$ cat src/rtl/trig_cond_pkg.sv
package trig_cond_pkg;

   // Configuration register layout. Field order is the bit order seen by
   // software: out_en is bit 0, in_inv is bit 3.
   typedef struct packed {
      logic in_inv;      // bit 3
      logic pulse_mode;  // bit 2
      logic out_inv;     // bit 1
      logic out_en;      // bit 0
   } trig_cfg_t;

   localparam int CFG_W = $bits(trig_cfg_t);

   localparam trig_cfg_t CFG_RESET = '{in_inv: 1'b0, pulse_mode: 1'b0,
                                       out_inv: 1'b0, out_en: 1'b0};

endpackage

$ cat src/rtl/trig_cond_regs.sv
module trig_cond_regs
   import trig_cond_pkg::*;
#(
   parameter int ADDR_W   = 4,
   parameter int DATA_W   = 8,
   parameter int CFG_ADDR = 0
) (
   input  logic              clk,
   input  logic              rst_n,
   input  logic              we,
   input  logic [ADDR_W-1:0] addr,
   input  logic [DATA_W-1:0] wdata,
   output logic [DATA_W-1:0] rdata,
   output trig_cfg_t         cfg
);

   localparam logic [ADDR_W-1:0] CFG_SEL = ADDR_W'(CFG_ADDR);

   if (DATA_W <= CFG_W) begin : g_bad_width
      $error("trig_cond_regs: DATA_W must exceed the configuration width");
   end
   if (CFG_ADDR < 0 || CFG_ADDR >= (1 << ADDR_W)) begin : g_bad_addr
      $error("trig_cond_regs: CFG_ADDR does not fit in ADDR_W");
   end

   logic hit;
   logic unused_wdata_hi;

   assign hit             = (addr == CFG_SEL);
   assign unused_wdata_hi = ^wdata[DATA_W-1:CFG_W];

   always_ff @(posedge clk or negedge rst_n) begin
      if (!rst_n) begin
         cfg <= CFG_RESET;
      end else if (we && hit) begin
         cfg <= trig_cfg_t'(wdata[CFG_W-1:0]);
      end
   end

   always_comb begin
      rdata = '0;
      if (hit) begin
         rdata[CFG_W-1:0] = cfg;
      end
   end

   // an accepted write lands in the register one edge later
   assert_cfg_write_R2: assert property (@(posedge clk) disable iff (!rst_n)
      (we && hit) |=> (cfg == trig_cfg_t'($past(wdata[CFG_W-1:0]))));

   // writes to any other address leave the register alone
   assert_foreign_write_ignored_R2: assert property (@(posedge clk) disable iff (!rst_n)
      (we && !hit) |=> $stable(cfg));

endmodule

$ cat src/rtl/trig_sync.sv
module trig_sync #(
   parameter int   STAGES  = 2,
   parameter logic RST_VAL = 1'b0
) (
   input  logic clk,
   input  logic rst_n,
   input  logic d_i,
   output logic q_o
);

   if (STAGES < 1) begin : g_bad_stages
      $error("trig_sync: STAGES must be at least 1");
   end

   logic [STAGES-1:0] chain;

   if (STAGES == 1) begin : g_single
      always_ff @(posedge clk or negedge rst_n) begin
         if (!rst_n) chain <= RST_VAL;
         else        chain <= d_i;
      end
   end else begin : g_chain
      always_ff @(posedge clk or negedge rst_n) begin
         if (!rst_n) chain <= {STAGES{RST_VAL}};
         else        chain <= {chain[STAGES-2:0], d_i};
      end
   end

   assign q_o = chain[STAGES-1];

endmodule

$ cat src/rtl/trig_pulser.sv
module trig_pulser #(
   parameter int PULSE_CYCLES = 12,
   localparam int CNT_W = $clog2(PULSE_CYCLES + 1)
) (
   input  logic clk,
   input  logic rst_n,
   input  logic level_i,
   output logic pulse_o
);

   if (PULSE_CYCLES < 2) begin : g_bad_len
      $error("trig_pulser: PULSE_CYCLES must be at least 2");
   end

   localparam logic [CNT_W-1:0] LOAD = CNT_W'(PULSE_CYCLES);
   localparam logic [CNT_W-1:0] ONE  = CNT_W'(1);

   logic             level_q;
   logic             rise;
   logic [CNT_W-1:0] remain;

   assign rise = level_i & ~level_q;

   always_ff @(posedge clk or negedge rst_n) begin
      if (!rst_n) begin
         level_q <= 1'b0;
         remain  <= '0;
      end else begin
         level_q <= level_i;
         if (remain != '0) begin
            remain <= remain - ONE;      // active pulse: edges are ignored
         end else if (rise) begin
            remain <= LOAD;
         end
      end
   end

   assign pulse_o = (remain != '0);

   // an edge seen while idle starts a full-length pulse
   assert_pulse_start_R5: assert property (@(posedge clk) disable iff (!rst_n)
      (rise && !pulse_o) |=> (remain == LOAD));

   // a running pulse only counts down, whatever the input does
   assert_no_retrigger_R6: assert property (@(posedge clk) disable iff (!rst_n)
      (remain > ONE) |=> (remain == $past(remain) - ONE));

endmodule

$ cat src/rtl/trig_cond_top.sv
module trig_cond_top
   import trig_cond_pkg::*;
#(
   parameter int ADDR_W        = 4,
   parameter int DATA_W        = 8,
   parameter int CFG_ADDR      = 0,
   parameter int SYNC_STAGES   = 2,
   parameter int CLK_PERIOD_PS = 10000,
   parameter int PULSE_CYCLES  = 12,
   parameter int MIN_PULSE_PS  = 80000,
   parameter int MAX_PULSE_PS  = 160000
) (
   input  logic              clk,
   input  logic              rst_n,
   input  logic              cfg_we,
   input  logic [ADDR_W-1:0] cfg_addr,
   input  logic [DATA_W-1:0] cfg_wdata,
   output logic [DATA_W-1:0] cfg_rdata,
   input  logic              xpt_trig_i,
   output logic              trig_out_o,
   output logic              trig_oe_o,
   input  logic              cmp_i,
   output logic              trig_in_o,
   input  logic              sync_i,
   output logic              sync_o
);

   localparam int PULSE_PS = PULSE_CYCLES * CLK_PERIOD_PS;

   if (PULSE_PS < MIN_PULSE_PS || PULSE_PS > MAX_PULSE_PS) begin : g_bad_pulse
      $error("trig_cond_top: pulse length falls outside the allowed window");
   end

   trig_cfg_t cfg;
   logic      xpt_s;
   logic      cmp_s;
   logic      pulse;
   logic      shaped;

   trig_cond_regs #(
      .ADDR_W   (ADDR_W),
      .DATA_W   (DATA_W),
      .CFG_ADDR (CFG_ADDR)
   ) u_regs (
      .clk   (clk),
      .rst_n (rst_n),
      .we    (cfg_we),
      .addr  (cfg_addr),
      .wdata (cfg_wdata),
      .rdata (cfg_rdata),
      .cfg   (cfg)
   );

   // outgoing path
   trig_sync #(.STAGES(SYNC_STAGES), .RST_VAL(1'b0)) u_xpt_sync (
      .clk   (clk),
      .rst_n (rst_n),
      .d_i   (xpt_trig_i),
      .q_o   (xpt_s)
   );

   trig_pulser #(.PULSE_CYCLES(PULSE_CYCLES)) u_pulser (
      .clk     (clk),
      .rst_n   (rst_n),
      .level_i (xpt_s),
      .pulse_o (pulse)
   );

   assign shaped     = cfg.pulse_mode ? pulse : xpt_s;
   assign trig_out_o = cfg.out_en & (shaped ^ cfg.out_inv);
   assign trig_oe_o  = cfg.out_en;

   // incoming path
   trig_sync #(.STAGES(SYNC_STAGES), .RST_VAL(1'b0)) u_cmp_sync (
      .clk   (clk),
      .rst_n (rst_n),
      .d_i   (cmp_i),
      .q_o   (cmp_s)
   );

   assign trig_in_o = cmp_s ^ cfg.in_inv;

   // sync retiming
   trig_sync #(.STAGES(1), .RST_VAL(1'b0)) u_sync_ff (
      .clk   (clk),
      .rst_n (rst_n),
      .d_i   (sync_i),
      .q_o   (sync_o)
   );

   // a disabled output is quiet and not driven
   assert_disabled_quiet_R3: assert property (@(posedge clk) disable iff (!rst_n)
      !cfg.out_en |-> (!trig_out_o && !trig_oe_o));

   // the sync strobe is delayed by exactly one edge
   assert_sync_delay_R9: assert property (@(posedge clk) disable iff (!rst_n)
      1'b1 |=> (sync_o == $past(sync_i)));

endmodule

$ cat config.mk
export PLATFORM = sky130hd
export DESIGN_NAME = trig_cond_top
export DESIGN_NICKNAME = d
export VERILOG_FILES = /design/src/rtl/trig_cond_pkg.sv /design/src/rtl/trig_cond_regs.sv /design/src/rtl/trig_sync.sv /design/src/rtl/trig_pulser.sv /design/src/rtl/trig_cond_top.sv
export SDC_FILE = /design/constraint.sdc
export NUM_CORES = 1
export LEC_CHECK = 0
export ABC_AREA = 1
export BUFFER_PORTS_ARGS = -buffer_cell sky130_fd_sc_hd__buf_2
export CORE_MARGIN = 2
export CORE_UTILIZATION = 42
export DETAILED_ROUTE_END_ITERATION = 7
export PLACE_DENSITY = 0.74
export SLEW_MARGIN = 5
export SYNTH_ARGS = -nofsm -noshare
export SYNTH_HDL_FRONTEND = slang
export SYNTH_SLANG_ARGS = --single-unit
$ cat constraint.sdc
create_clock -name clk -period 1.5 [get_ports clk]
set_clock_uncertainty 0.15 [all_clocks]
set_input_delay 0.3 -clock clk [delete_from_list [all_inputs] [get_ports clk]]
set_output_delay 0.3 -clock clk [all_outputs]
set_load 0.02 [all_outputs]
=== Word-level counts from Yosys, hierarchy flattened ===
Cells that the tools add are included.

* Register bits after elaboration: 14
* Bits of input ports: 18
* Output and inout port bits: 12

* $add $sub $neg: 1
* Muxes and demuxes: 4
* Bitwise logic cells: 5
* Reductions and logical operators: 4

{| class="wikitable"
|+ Operator list
! cell !! number
|-
| 4-bit two-way mux || 3
|-
| 4-bit logical NOT || 1
|-
| 4-bit nonzero test || 1
|-
| 4-bit by 1-bit subtractor with 4-bit output (second input constant) || 1
|-
| 1-bit AND || 2
|-
| 2-bit nonzero test || 1
|-
| 1-bit bitwise XOR || 2
|-
| 1-bit logical AND || 1
|-
| 1-bit two-way mux || 1
|-
| 1-bit inverter || 1
|}

=== Depth between registers and ports, before layout ===
Gate-level depths: netlist of run 1.

* Depth in word-level cells: 4
* Gate-level depth with buffers: 5
* Gate-level depth less buffers: 5

=== Modules after synthesis ===
From an unflattened synthesis of run 1, not the netlist that was laid out.

* Cells, all modules: 75
* Area total of the unflattened synthesis: 629.4 um^2

{| class="wikitable"
|+ By module, submodules not included
! module !! times used !! cells an instance !! area an instance (um^2) !! sequential area each (um^2)
|-
| trig_cond_regs || 1 || 33 || 245.2 || 100.1
|-
| trig_pulser || 1 || 28 || 217.7 || 125.1
|-
| trig_sync (u_cmp_sync ...) || 2 || 2 || 50.0 || 50.0
|-
| trig_cond_top || 1 || 9 || 41.3 || 0.0
|-
| trig_sync (u_sync_ff) || 1 || 1 || 25.0 || 25.0
|}

=== Worst setup path before layout of run 1 ===
OpenSTA, ideal clock, no wires.

* Kind: flip-flop to output port
* Start point: reg u_pulser.remain[0]
* End point: out trig_out_o
* Arrival time: 1.015 ns
* Required time: 1.050 ns
* Slack: 0.035 ns
* Cell stages (with the launch flop): 6
* Path through: dfrtp_1 > nor2_2 > nand3_2 > nand3_2 > nand2_1 > nor2_1

* Cells in the longest elaborated chain, start to end: 4

{| class="wikitable"
|+ Ends and longest elaborated chain
! what !! line !! text
|-
| start: declaration || trig_pulser.sv:20 || <nowiki>logic [CNT_W-1:0] remain;</nowiki>
|-
| start signal: assignment || trig_pulser.sv:31 || <nowiki>remain <= remain - ONE;</nowiki>
|-
| 4-bit nonzero test || trig_pulser.sv:38 || <nowiki>assign pulse_o = (remain != '0);</nowiki>
|-
| 1-bit two-way mux || trig_cond_top.sv:69 || <nowiki>assign shaped = cfg.pulse_mode ? pulse : xpt_s;</nowiki>
|-
| 1-bit bitwise XOR || trig_cond_top.sv:70 || <nowiki>assign trig_out_o = cfg.out_en & (shaped ^ cfg.out_inv);</nowiki>
|-
| 1-bit AND || trig_cond_top.sv:70 ||
|-
| end: declaration || trig_cond_top.sv:20 || <nowiki>output logic trig_out_o,</nowiki>
|}

No other way between the ends.

=== Worst setup path in the final report of run 1 ===
* Start point: reg u_pulser.remain[1]
* End point: out trig_out_o

The elaborated chain is that of the path after synthesis.

==> flow_summary.toml, run 1 <==
[placement]
port_buffers = 21
place_ws_ns = 0.0561
place.gp.congestion = 0.721
hpwl_um = 823

[run_status]
outcome = "finished with violations"
violations = "negative setup slack"

[detailed_routing]
postRouteAntennaNets = 0
drtIter0Drc = 1
remaining_drc_errors = 0
drtPass1Iterations = 2
via_per_inst = 4.59
drt-met1-wl_um = 486
wire_per_inst_um = 10.3
routed_wl_um = 1140
met2WireLength_um = 546
routed.top_layer = "met4"
via_count = 509
met3_length_um = 91

[finish]
diodes = 0
nFillCells = 126
post_route_cells_drive_above_1_share_pct = 37.5
post-route-util_pct = 62.3
syn2layout_area_growth_pct = 35.2
nets = 115

[floorplan]
core_area_um2 = 1330
io-pin-count = 30
start_util_pct = 46.1
dieArea_um2 = 1780
num_rows = 13
fp.dieW_um = 42.2
die_h_um = 42.2

[timing]
setup_violations = 1
fmax_mhz = 579
setup_tns_ns = -0.227
final-hold-violation-count = 0
period_share_pct = 115
finalMaxSlewViolations = 0
rsz0062_at_grt = "true"
period_minus_slack_ns = 1.73
worst_slack_ns = -0.227
hold_slack_ns = 0.115

[pwr]
ir_worst_vdd_mv = 0.707
p_per_area_nw_per_um2 = 1410
p_leak_nw = 0.461

[worst_setup_path]
slowest_stage = "dfrtp_1"
path_cells = "nor2_2 > nand3_2 > nand3_2 > nand2_1 > nor2_1 > buf_4"
critical-path-top-delay-family = "simple AND/OR/NAND/NOR gates"
cp_common_cell = "nand3_2"
reg2reg_from = "u_pulser.remain[0]"
max_stage_delay_ns = 0.40
rr_endpoint = "u_pulser.remain[2]"
critPathMaxFanout = 3
endpoint = "trig_out_o"
path_buf_inv = 1
arrival_ns = 1.28
critPathLaunch = "u_pulser.remain[1]"
worstPathRequired_ns = 1.05
path_class = "flop to output pin"
reg2reg_depth = 4
start_kind = "flop"
cp-end-kind = "output pin"
reg2reg_setup_slack_ns = 0.35
crit_cells = 6

[clock_tree]
cts_buffers = 3
cts_max_path_buffers = 2
cts_tree = "yes"
htree_num_levels = 1
clk_pin_slew_ns = 0.08
cts.sinks = 14
root_buffer = "clkbuf_4"
clk-insertion-delay-late_ns = 0.28

[grt]
grt_usage_pct = 13.7
antenna_found_initial = 0
grt_start_max_net_pins = 15
grt-ovfl-total = 0
grt_pass1_vias = 478
grt_pass1_wl_um = 1850

[synth]
netlist.area_leader.share_pct = 57.0
netlist_area_um2 = 614
yosys.area.top_type = "dfrtp_1"
synthCells = 64
synthTopCellsByArea = "dfrtp_1, nor2_1, inv_1"
yosys_warnings = 0
synth_area_per_cell_um2 = 9.60
synthDistinctLibCells = 15
seq_area_frac_synth_pct = 57.0
synthArstFlopShare_pct = 100
synthFlopType = "dfrtp_1"
synth-edff-count = 0
yosys_register_bits = 14

[worst_hold_path]
worstHoldPathCells = 3
hold_class = "input pin to flop"

[flow_run]
drv_cap = 0
area by class of cell:
| type | instances | area [um2] | area share (%) |
|---|---|---|---|
| Sequential cell | 14 | 350 | 42.2 |
| Clock buffer | 4 | 36.3 | 4.37 |
| Timing Repair Buffer | 29 | 180 | 21.7 |
| Multi-Input combinational cell | 40 | 211 | 25.5 |
| Inverter | 9 | 33.8 | 4.07 |
| Tap cell | 15 | 18.8 | 2.26 |
sequential cells by signal (all words and copies together) (netlist names):
register	flops
u_sync_ff.q_o	1
u_cmp_sync.chain	2
u_pulser.remain	4
u_regs.cfg	4
u_pulser.level_q	1
u_xpt_sync.chain	2
worst min path at each step:
stage | from | end | slack, ns
final | cfg_wdata[1] | u_regs.cfg[1] | 0.12
after global routing | cfg_wdata[2] | u_regs.cfg[2] | 0.10
after CTS | cfg_wdata[1] | u_regs.cfg[1] | 0.11
after detailed placement | rst_n | u_pulser.remain[2] | 0.06
after global placement | rst_n | u_pulser.remain[3] | 0.05
after floorplan | rst_n | u_cmp_sync.chain[0] | -0.15
power by group:
part,total (W),switching (W),leakage [nW],internal [W]
Clock,0.000265,0.000117,0.0210,0.000148
Combinational,0.000402,0.000223,0.277,0.000179
Sequential,0.000508,0.0000559,0.163,0.000453
tightest hold or removal path: stages:
cell	delay, ns
buf_2	0.07
nor2_1	0.03
a21oi_1	0.10
cells in the mapped netlist, types with 2 or more instances:
library cell and number:
nand2_1 7, nor2_2 2, inv_1 9, a21oi_1 5
nand3_2 2, nor2_1 11, dfrtp_1 14, o21ai_0 4
buf_4 4
through the flow:
step | total power (W) | cells | instance area [um2]
after global routing | 0.00126 | 111 | 831
after detailed placement | 0.000856 | 100 | 727
final | 0.00117 | 111 | 831
after global placement | 0.000841 | 100 | 727
after floorplan | 0.000746 | 67 | 626
after CTS | 0.00118 | 110 | 821
logic make-up (layout without fill, tap and decap cells):
logic type      Yosys count  in the layout  share of synthesized area (%)
compound gates            9              9                           7.33
other cells               1              4                          0.610
buf+inv                  13             42                           10.4
simple gates             26             26                           23.2
flops                    14             14                           57.0
xor+xnor                  1              1                           1.43
layout by cell type, fill, tap and decap left out, drive strengths merged:
| master | count |
|---|---|
| dfrtp | 14 |
| clkbuf | 4 |
| nand2 | 7 |
| nand3 | 3 |
| nor3 | 1 |
| buf | 25 |
| xor2 | 1 |
| nor2 | 14 |
| a21oi | 5 |
| conb | 4 |
| o21ai | 4 |
| nand4 | 1 |
| inv | 9 |
| dlygate4sd3 | 4 |
repair_timing:
action / in CTS / in global routing
setup endpoints to repair: 1 / 2
resized for setup: 1 / 2
setup buffers: 2 / 1
endpoints found under the hold margin: 17 / 0
pin swaps: 1 / 0
hold buffers: 4 / 0
metal layers:
| metal | vias up | global-route usage (%) |
|---|---|---|
| met2 | 23 | 24.6 |
| li1 | 256 | - |
| met4 | 0 | 5.63 |
| met1 | 227 | 14.9 |
| met3 | 3 | 3.88 |
| met5 | - | 0 |
No activity file was read; power rests on OpenSTA's default activity.
==> run 2: changes to the inputs <==
--- a/config.mk
+++ b/config.mk
@@ -7,11 +7,14 @@
 export LEC_CHECK = 0
 export ABC_AREA = 1
 export BUFFER_PORTS_ARGS = -buffer_cell sky130_fd_sc_hd__buf_2
+export CELL_PAD_IN_SITES_DETAIL_PLACEMENT = 1
+export CELL_PAD_IN_SITES_GLOBAL_PLACEMENT = 1
 export CORE_MARGIN = 2
-export CORE_UTILIZATION = 42
+export CORE_UTILIZATION = 30
 export DETAILED_ROUTE_END_ITERATION = 7
-export PLACE_DENSITY = 0.74
+export PLACE_DENSITY_LB_ADDON = 0.1
 export SLEW_MARGIN = 5
 export SYNTH_ARGS = -nofsm -noshare
 export SYNTH_HDL_FRONTEND = slang
+export SYNTH_HIERARCHICAL = 1
 export SYNTH_SLANG_ARGS = --single-unit
==> run 2 against run 1 <==
Against the previous run:
- the run still ends with negative setup slack left
- sequential cell count is the same
- final cell count grew 29%
- register-to-register slack lost 0.02 ns
- critical path type unchanged
- critical endpoint unchanged
- largest power group is now combinational cells
==> flow_summary.toml, run 2 <==
[clock_tree]
cts.sinks = 14
htree_num_levels = 1
clk_pin_slew_ns = 0.09
root_buffer = "clkbuf_4"
cts_tree = "yes"
clk-insertion-delay-late_ns = 0.27
cts_max_path_buffers = 2
cts_buffers = 3

[floorplan]
fp.dieW_um = 49.8
num_rows = 16
start_util_pct = 32.1
core_area_um2 = 1960
io-pin-count = 30
dieArea_um2 = 2480
die_h_um = 49.8

[placement]
port_buffers = 21
place.gp.congestion = 0.667
place_ws_ns = 0.0266
postPlaceCellArea_um2 = 787
hpwl_um = 1000

[worst_hold_path]
hold_class = "input pin to flop"
hp-start = "cfg_wdata[1]"
worst_hold_path.endpoint = "u_regs/cfg[1]"
worstHoldPathCells = 3

[detailed_routing]
drtPass1Iterations = 1
via_per_inst = 4.22
postRouteAntennaNets = 0
via_count = 604
remaining_drc_errors = 0
drtIter0Drc = 0
wire_per_inst_um = 10.0
routed_wl_um = 1430

[synth]
synthTopCellsByArea = "dfrtp_1, nand2_1, inv_1"
synth_area_per_cell_um2 = 8.39
netlist_area_um2 = 629
synthArstFlopShare_pct = 100
synth_most_common_cell = "nand2_1"
yosys_warnings = 6
synthCells = 75
yosys_register_bits = 14
seq_area_frac_synth_pct = 55.7
netlist.area_leader.share_pct = 55.7
synth-edff-count = 0
synth.top_cells.by_count = "nand2_1, dfrtp_1, inv_1, nor2_1"
synthDistinctLibCells = 13
synthFlopType = "dfrtp_1"
yosys.area.top_type = "dfrtp_1"

[flow_run]
drv_cap = 0

[worst_setup_path]
reg2reg_setup_slack_ns = 0.33
arrival_ns = 1.24
critPathMaxFanout = 2
path_class = "flop to output pin"
rr_endpoint = "u_pulser/remain[3]"
reg2reg_from = "u_pulser/remain[3]"
reg2reg_depth = 6
start_kind = "flop"
worstPathRequired_ns = 1.05
cp-end-kind = "output pin"

[timing]
setup_tns_ns = -0.192
period_minus_slack_ns = 1.69
setup_violations = 1
final-hold-violation-count = 0
worst_slack_ns = -0.192
rsz0062_at_grt = "true"
finalMaxSlewViolations = 0
period_share_pct = 113
fmax_mhz = 591

[grt]
grt_start_max_net_pins = 15
grt_pass1_wl_um = 2500
grt_usage_pct = 13.8
grt-ovfl-total = 0
grt_pass1_vias = 623
antenna_found_initial = 0

[run_status]
outcome = "finished with violations"
violations = "negative setup slack"

[finish]
diodes = 0
post-route-util_pct = 48.0
final_common_cell = "nand2_1"
reg_top3 = "u_pulser/remain (4), u_regs/cfg (4)"
layout_common_cells = "nand2_1, buf_2, buf_4"
nets = 135
syn2layout_area_growth_pct = 49.7
post_route_cells_drive_above_1_share_pct = 37.9
fin_area_um2 = 942

[pwr]
p_per_area_nw_per_um2 = 1420
p_leak_nw = 0.529
ir_worst_vdd_mv = 0.569
run 2: cell types whose count changed in the layout (fill, tap and decap cells not counted), sizes merged:
cell / previous run / this run
nand2: 7 / 23
buf: 25 / 34
nor2: 14 / 10
a21oi: 5 / 2
inv: 9 / 12
nand4: 1 / 4
o21ai: 4 / 1
nor3: 1 / 0
run 2: report_power, final:
| group | leakage [nW] | switching [W] | internal [W] |
|---|---|---|---|
| Sequential | 0.172 | 0.0000551 | 0.000456 |
| Clock | 0.0210 | 0.000120 | 0.000147 |
| Combinational | 0.336 | 0.000266 | 0.000291 |
| Total | 0.529 | 0.000441 | 0.000895 |
run 2: area by class of cell:
class                      count  area [um2]
multi-input combinational     48         220
fill                         275        1020
clock buffer                   4        36.3
tap                           27        33.8
sequential                    14         350
timing repair buffer          38         256
inverter                      12        45.0
run 2: worst max-delay path by stage:
| stage | startpoint | to | slack (ns) | depth (start not counted) |
|---|---|---|---|---|
| 3_5_place_dp | u_pulser/remain[1] | trig_out_o | 0.03 | 6 |
| 5_1_grt | u_pulser/remain[2] | trig_out_o | -0.33 | 6 |
| 2_1_floorplan | u_pulser/remain[3] | trig_out_o | 0.03 | 5 |
| 3_3_place_gp | u_pulser/remain[1] | trig_out_o | 0.04 | 6 |
| 4_1_cts | u_pulser/remain[2] | trig_out_o | -0.22 | 7 |
| 6_report | u_pulser/remain[1] | trig_out_o | -0.19 | 7 |
run 2: metal layers:
| layer | up-vias | track usage, % | wire length (um) |
|---|---|---|---|
| li1 | 300 | - | - |
| met1 | 285 | 13.1 | 563 |
| met2 | 17 | 27.1 | 781 |
| met3 | 2 | 3.94 | 74 |
| met4 | 0 | 5.56 | 11 |
| met5 | - | 0 | 0 |
run 2: kinds of logic (layout without fill, tap and decap cells):
kind of cell    after synthesis  in the layout  synth area share, %
flops                        14             14                 55.7
xor+xnor                      1              1                 1.39
buf+inv                      16             54                 11.9
compound gates                3              3                 2.38
other cells                   1              4                0.596
simple gates                 40             40                 28.0
run 2: timing repair:
action / 4_1_cts / 5_1_grt
endpoints found under the hold margin: 17 / 0
resized for setup: 2 / 5
gates cloned: 0 / 0
pin swaps: 3 / 3
hold buffers: 4 / 0
endpoints found under the setup margin: 1 / 4
setup buffers: 5 / 3
run 2: critical path, cell delays in order, from the launching register on:
cell     delay, ns
dfrtp_1       0.40
nor2_2        0.13
nand2_1       0.06
nand2_1       0.07
nand3_1       0.07
nand2_1       0.06
nor2_1        0.04
buf_4         0.15
run 2: metrics by stage:
step	total power [W]	hold WS, ns	std cells
after floorplan	0.000751	-0.146	78
after global placement	0.000903	0.0691	127
after detailed placement	0.000920	0.0700	127
after CTS	0.00132	0.107	140
after global routing	0.00147	0.133	143
final	0.00134	0.123	143
==> run 3: changes to the inputs <==
--- a/config.mk
+++ b/config.mk
@@ -13,6 +13,7 @@
 export CORE_UTILIZATION = 30
 export DETAILED_ROUTE_END_ITERATION = 7
 export PLACE_DENSITY_LB_ADDON = 0.1
+export REMOVE_ABC_BUFFERS = 1
 export SLEW_MARGIN = 5
 export SYNTH_ARGS = -nofsm -noshare
 export SYNTH_HDL_FRONTEND = slang
==> run 3 against run 2 <==
Against the previous run:
- the flow still finishes with violations (negative setup slack)
- sequential cell count unchanged
- sequential power about the same
- core utilization is 0.77 points higher
- sequential share of layout area shrank 0.58 points
- first-iteration DRC count up 2
- largest power group unchanged
- highest routed layer unchanged
==> flow_summary.toml, run 3 (synthesis gave the netlist of run 2 again) <==
[worst_hold_path]
hold_class = "input pin to flop"
hp-start = "cfg_wdata[0]"

[worst_setup_path]
critPathMaxFanout = 2
path_class = "flop to output pin"
critical-path-top-delay-family = "simple AND/OR/NAND/NOR gates"
arrival_ns = 1.27
start_kind = "flop"
worstPathRequired_ns = 1.05
max_stage_delay_ns = 0.39
slowest_stage = "dfrtp_1"
critPathLaunch = "u_pulser/remain[1]"
cp-end-kind = "output pin"
path_cells = "nor2_2 > nand2_1 > nand2_1 > nand3_1 > nand2_1 > nor2_1 > buf_4"
cp_common_cell = "nand2_1"
path_buf_inv = 1
reg2reg_from = "u_pulser/remain[1]"

[placement]
place.gp.congestion = 0.677
port_buffers = 21
postPlaceCellArea_um2 = 787
hpwl_um = 1060
place_ws_ns = 0.00553
dp_cells = 127

[timing]
rsz0062_at_grt = "true"
period_share_pct = 114
period_minus_slack_ns = 1.72
finalMaxSlewViolations = 0
setup_violations = 1
worst_slack_ns = -0.216
fmax_mhz = 583
hold_slack_ns = 0.131
final-hold-violation-count = 0

[detailed_routing]
via_count = 597
drtPass1Iterations = 3
wire_per_inst_um = 9.97
postRouteAntennaNets = 0
via_per_inst = 4.12
drtIter0Drc = 2
remaining_drc_errors = 0
routed_wl_um = 1450

[floorplan]
io-pin-count = 30
start_util_pct = 32.1
fp.dieW_um = 49.8
num_rows = 16
dieArea_um2 = 2480
die_h_um = 49.8
core_area_um2 = 1960

[clock_tree]
htree_num_levels = 1
cts_tree = "yes"
cts.sinks = 14
clk_pin_slew_ns = 0.07
cts_max_path_buffers = 2
cts_buffers = 3
root_buffer = "clkbuf_4"
clk-insertion-delay-late_ns = 0.27

[run_status]
outcome = "finished with violations"
violations = "negative setup slack"

[finish]
finalNonFillerCells = 145
reg_top3 = "u_pulser/remain (4), u_regs/cfg (4)"
syn2layout_area_growth_pct = 52.1
layout_common_cells = "nand2_1, buf_4, buf_2"
fin_area_um2 = 957
final_common_cell = "nand2_1"
nets = 138
diodes = 0
post_route_cells_drive_above_1_share_pct = 40.7

[grt]
grt_pass1_wl_um = 2400
grt_start_max_net_pins = 15
grt_pass1_vias = 576
grt_usage_pct = 13.2
antenna_found_initial = 0
grt-ovfl-total = 0

[pwr]
p_leak_nw = 0.536
ir_worst_vdd_mv = 0.747
p_per_area_nw_per_um2 = 1410

[flow_run]
drv_cap = 0
[run 3: routing by layer]
| layer | routed length (um) | up-vias | track usage (%) |
|---|---|---|---|
| li1 | - | 308 | - |
| met1 | 638 | 264 | 15.5 |
| met2 | 709 | 22 | 22.2 |
| met3 | 73 | 3 | 3.03 |
| met4 | 24 | 0 | 6.94 |
| met5 | 0 | - | 0 |
[run 3: worst paths after layout]
path                                             to  slack (ns)  depth (start not counted)
worst max-delay path                     trig_out_o       -0.22                          7
worst min-delay path                  u_regs/cfg[0]        0.13                          3
worst max register to register   u_pulser/remain[3]        0.08                          9
worst min register to register  u_cmp_sync/chain[1]        0.21                          0
max in group asynchronous             u_regs/cfg[0]        0.69                          2
min in group asynchronous             u_sync_ff/q_o        0.29                          2
[run 3: repair_timing]
item,CTS,global route
hold buffers,4,0
resized for setup,2,7
setup endpoints to repair,1,7
pin swaps,4,7
endpoints found under the hold margin,17,0
buffers inserted,9,4
[run 3: final cells by class]
| cell class | instances | area (um2) |
|---|---|---|
| well taps | 27 | 33.8 |
| multi-input cells | 48 | 228 |
| clock buffers | 3 | 22.5 |
| fillers | 274 | 1000 |
| inverters | 12 | 45.0 |
| flip-flops and latches | 14 | 350 |
| repair buffers | 41 | 278 |
[run 3: report_power, final]
group,leakage [nW],switching [W],total [W],internal [W]
combinational,0.350,0.000302,0.000643,0.000340
clock,0.0138,0.000108,0.000201,0.0000931
sequential,0.172,0.0000522,0.000508,0.000456
[run 3: stage by stage]
stage          util [%]  setup TNS, ns  total power, W
2_1_floorplan         -              0        0.000743
3_5_place_dp       40.1              0        0.000938
5_1_grt            48.8         -0.365         0.00147
4_1_cts            47.0         -0.246         0.00134
3_3_place_gp       40.1              0        0.000906
6_report           48.8         -0.216         0.00135
[run 3: worst register-to-register path, cell delays in order (launching register included)]
cell     delay (ns)
dfrtp_1        0.39
nor2_2         0.13
buf_4          0.12
buf_4          0.09
buf_4          0.09
buf_4          0.09
buf_4          0.11
nand2_2        0.04
nand2_1        0.05
nand2_1        0.05
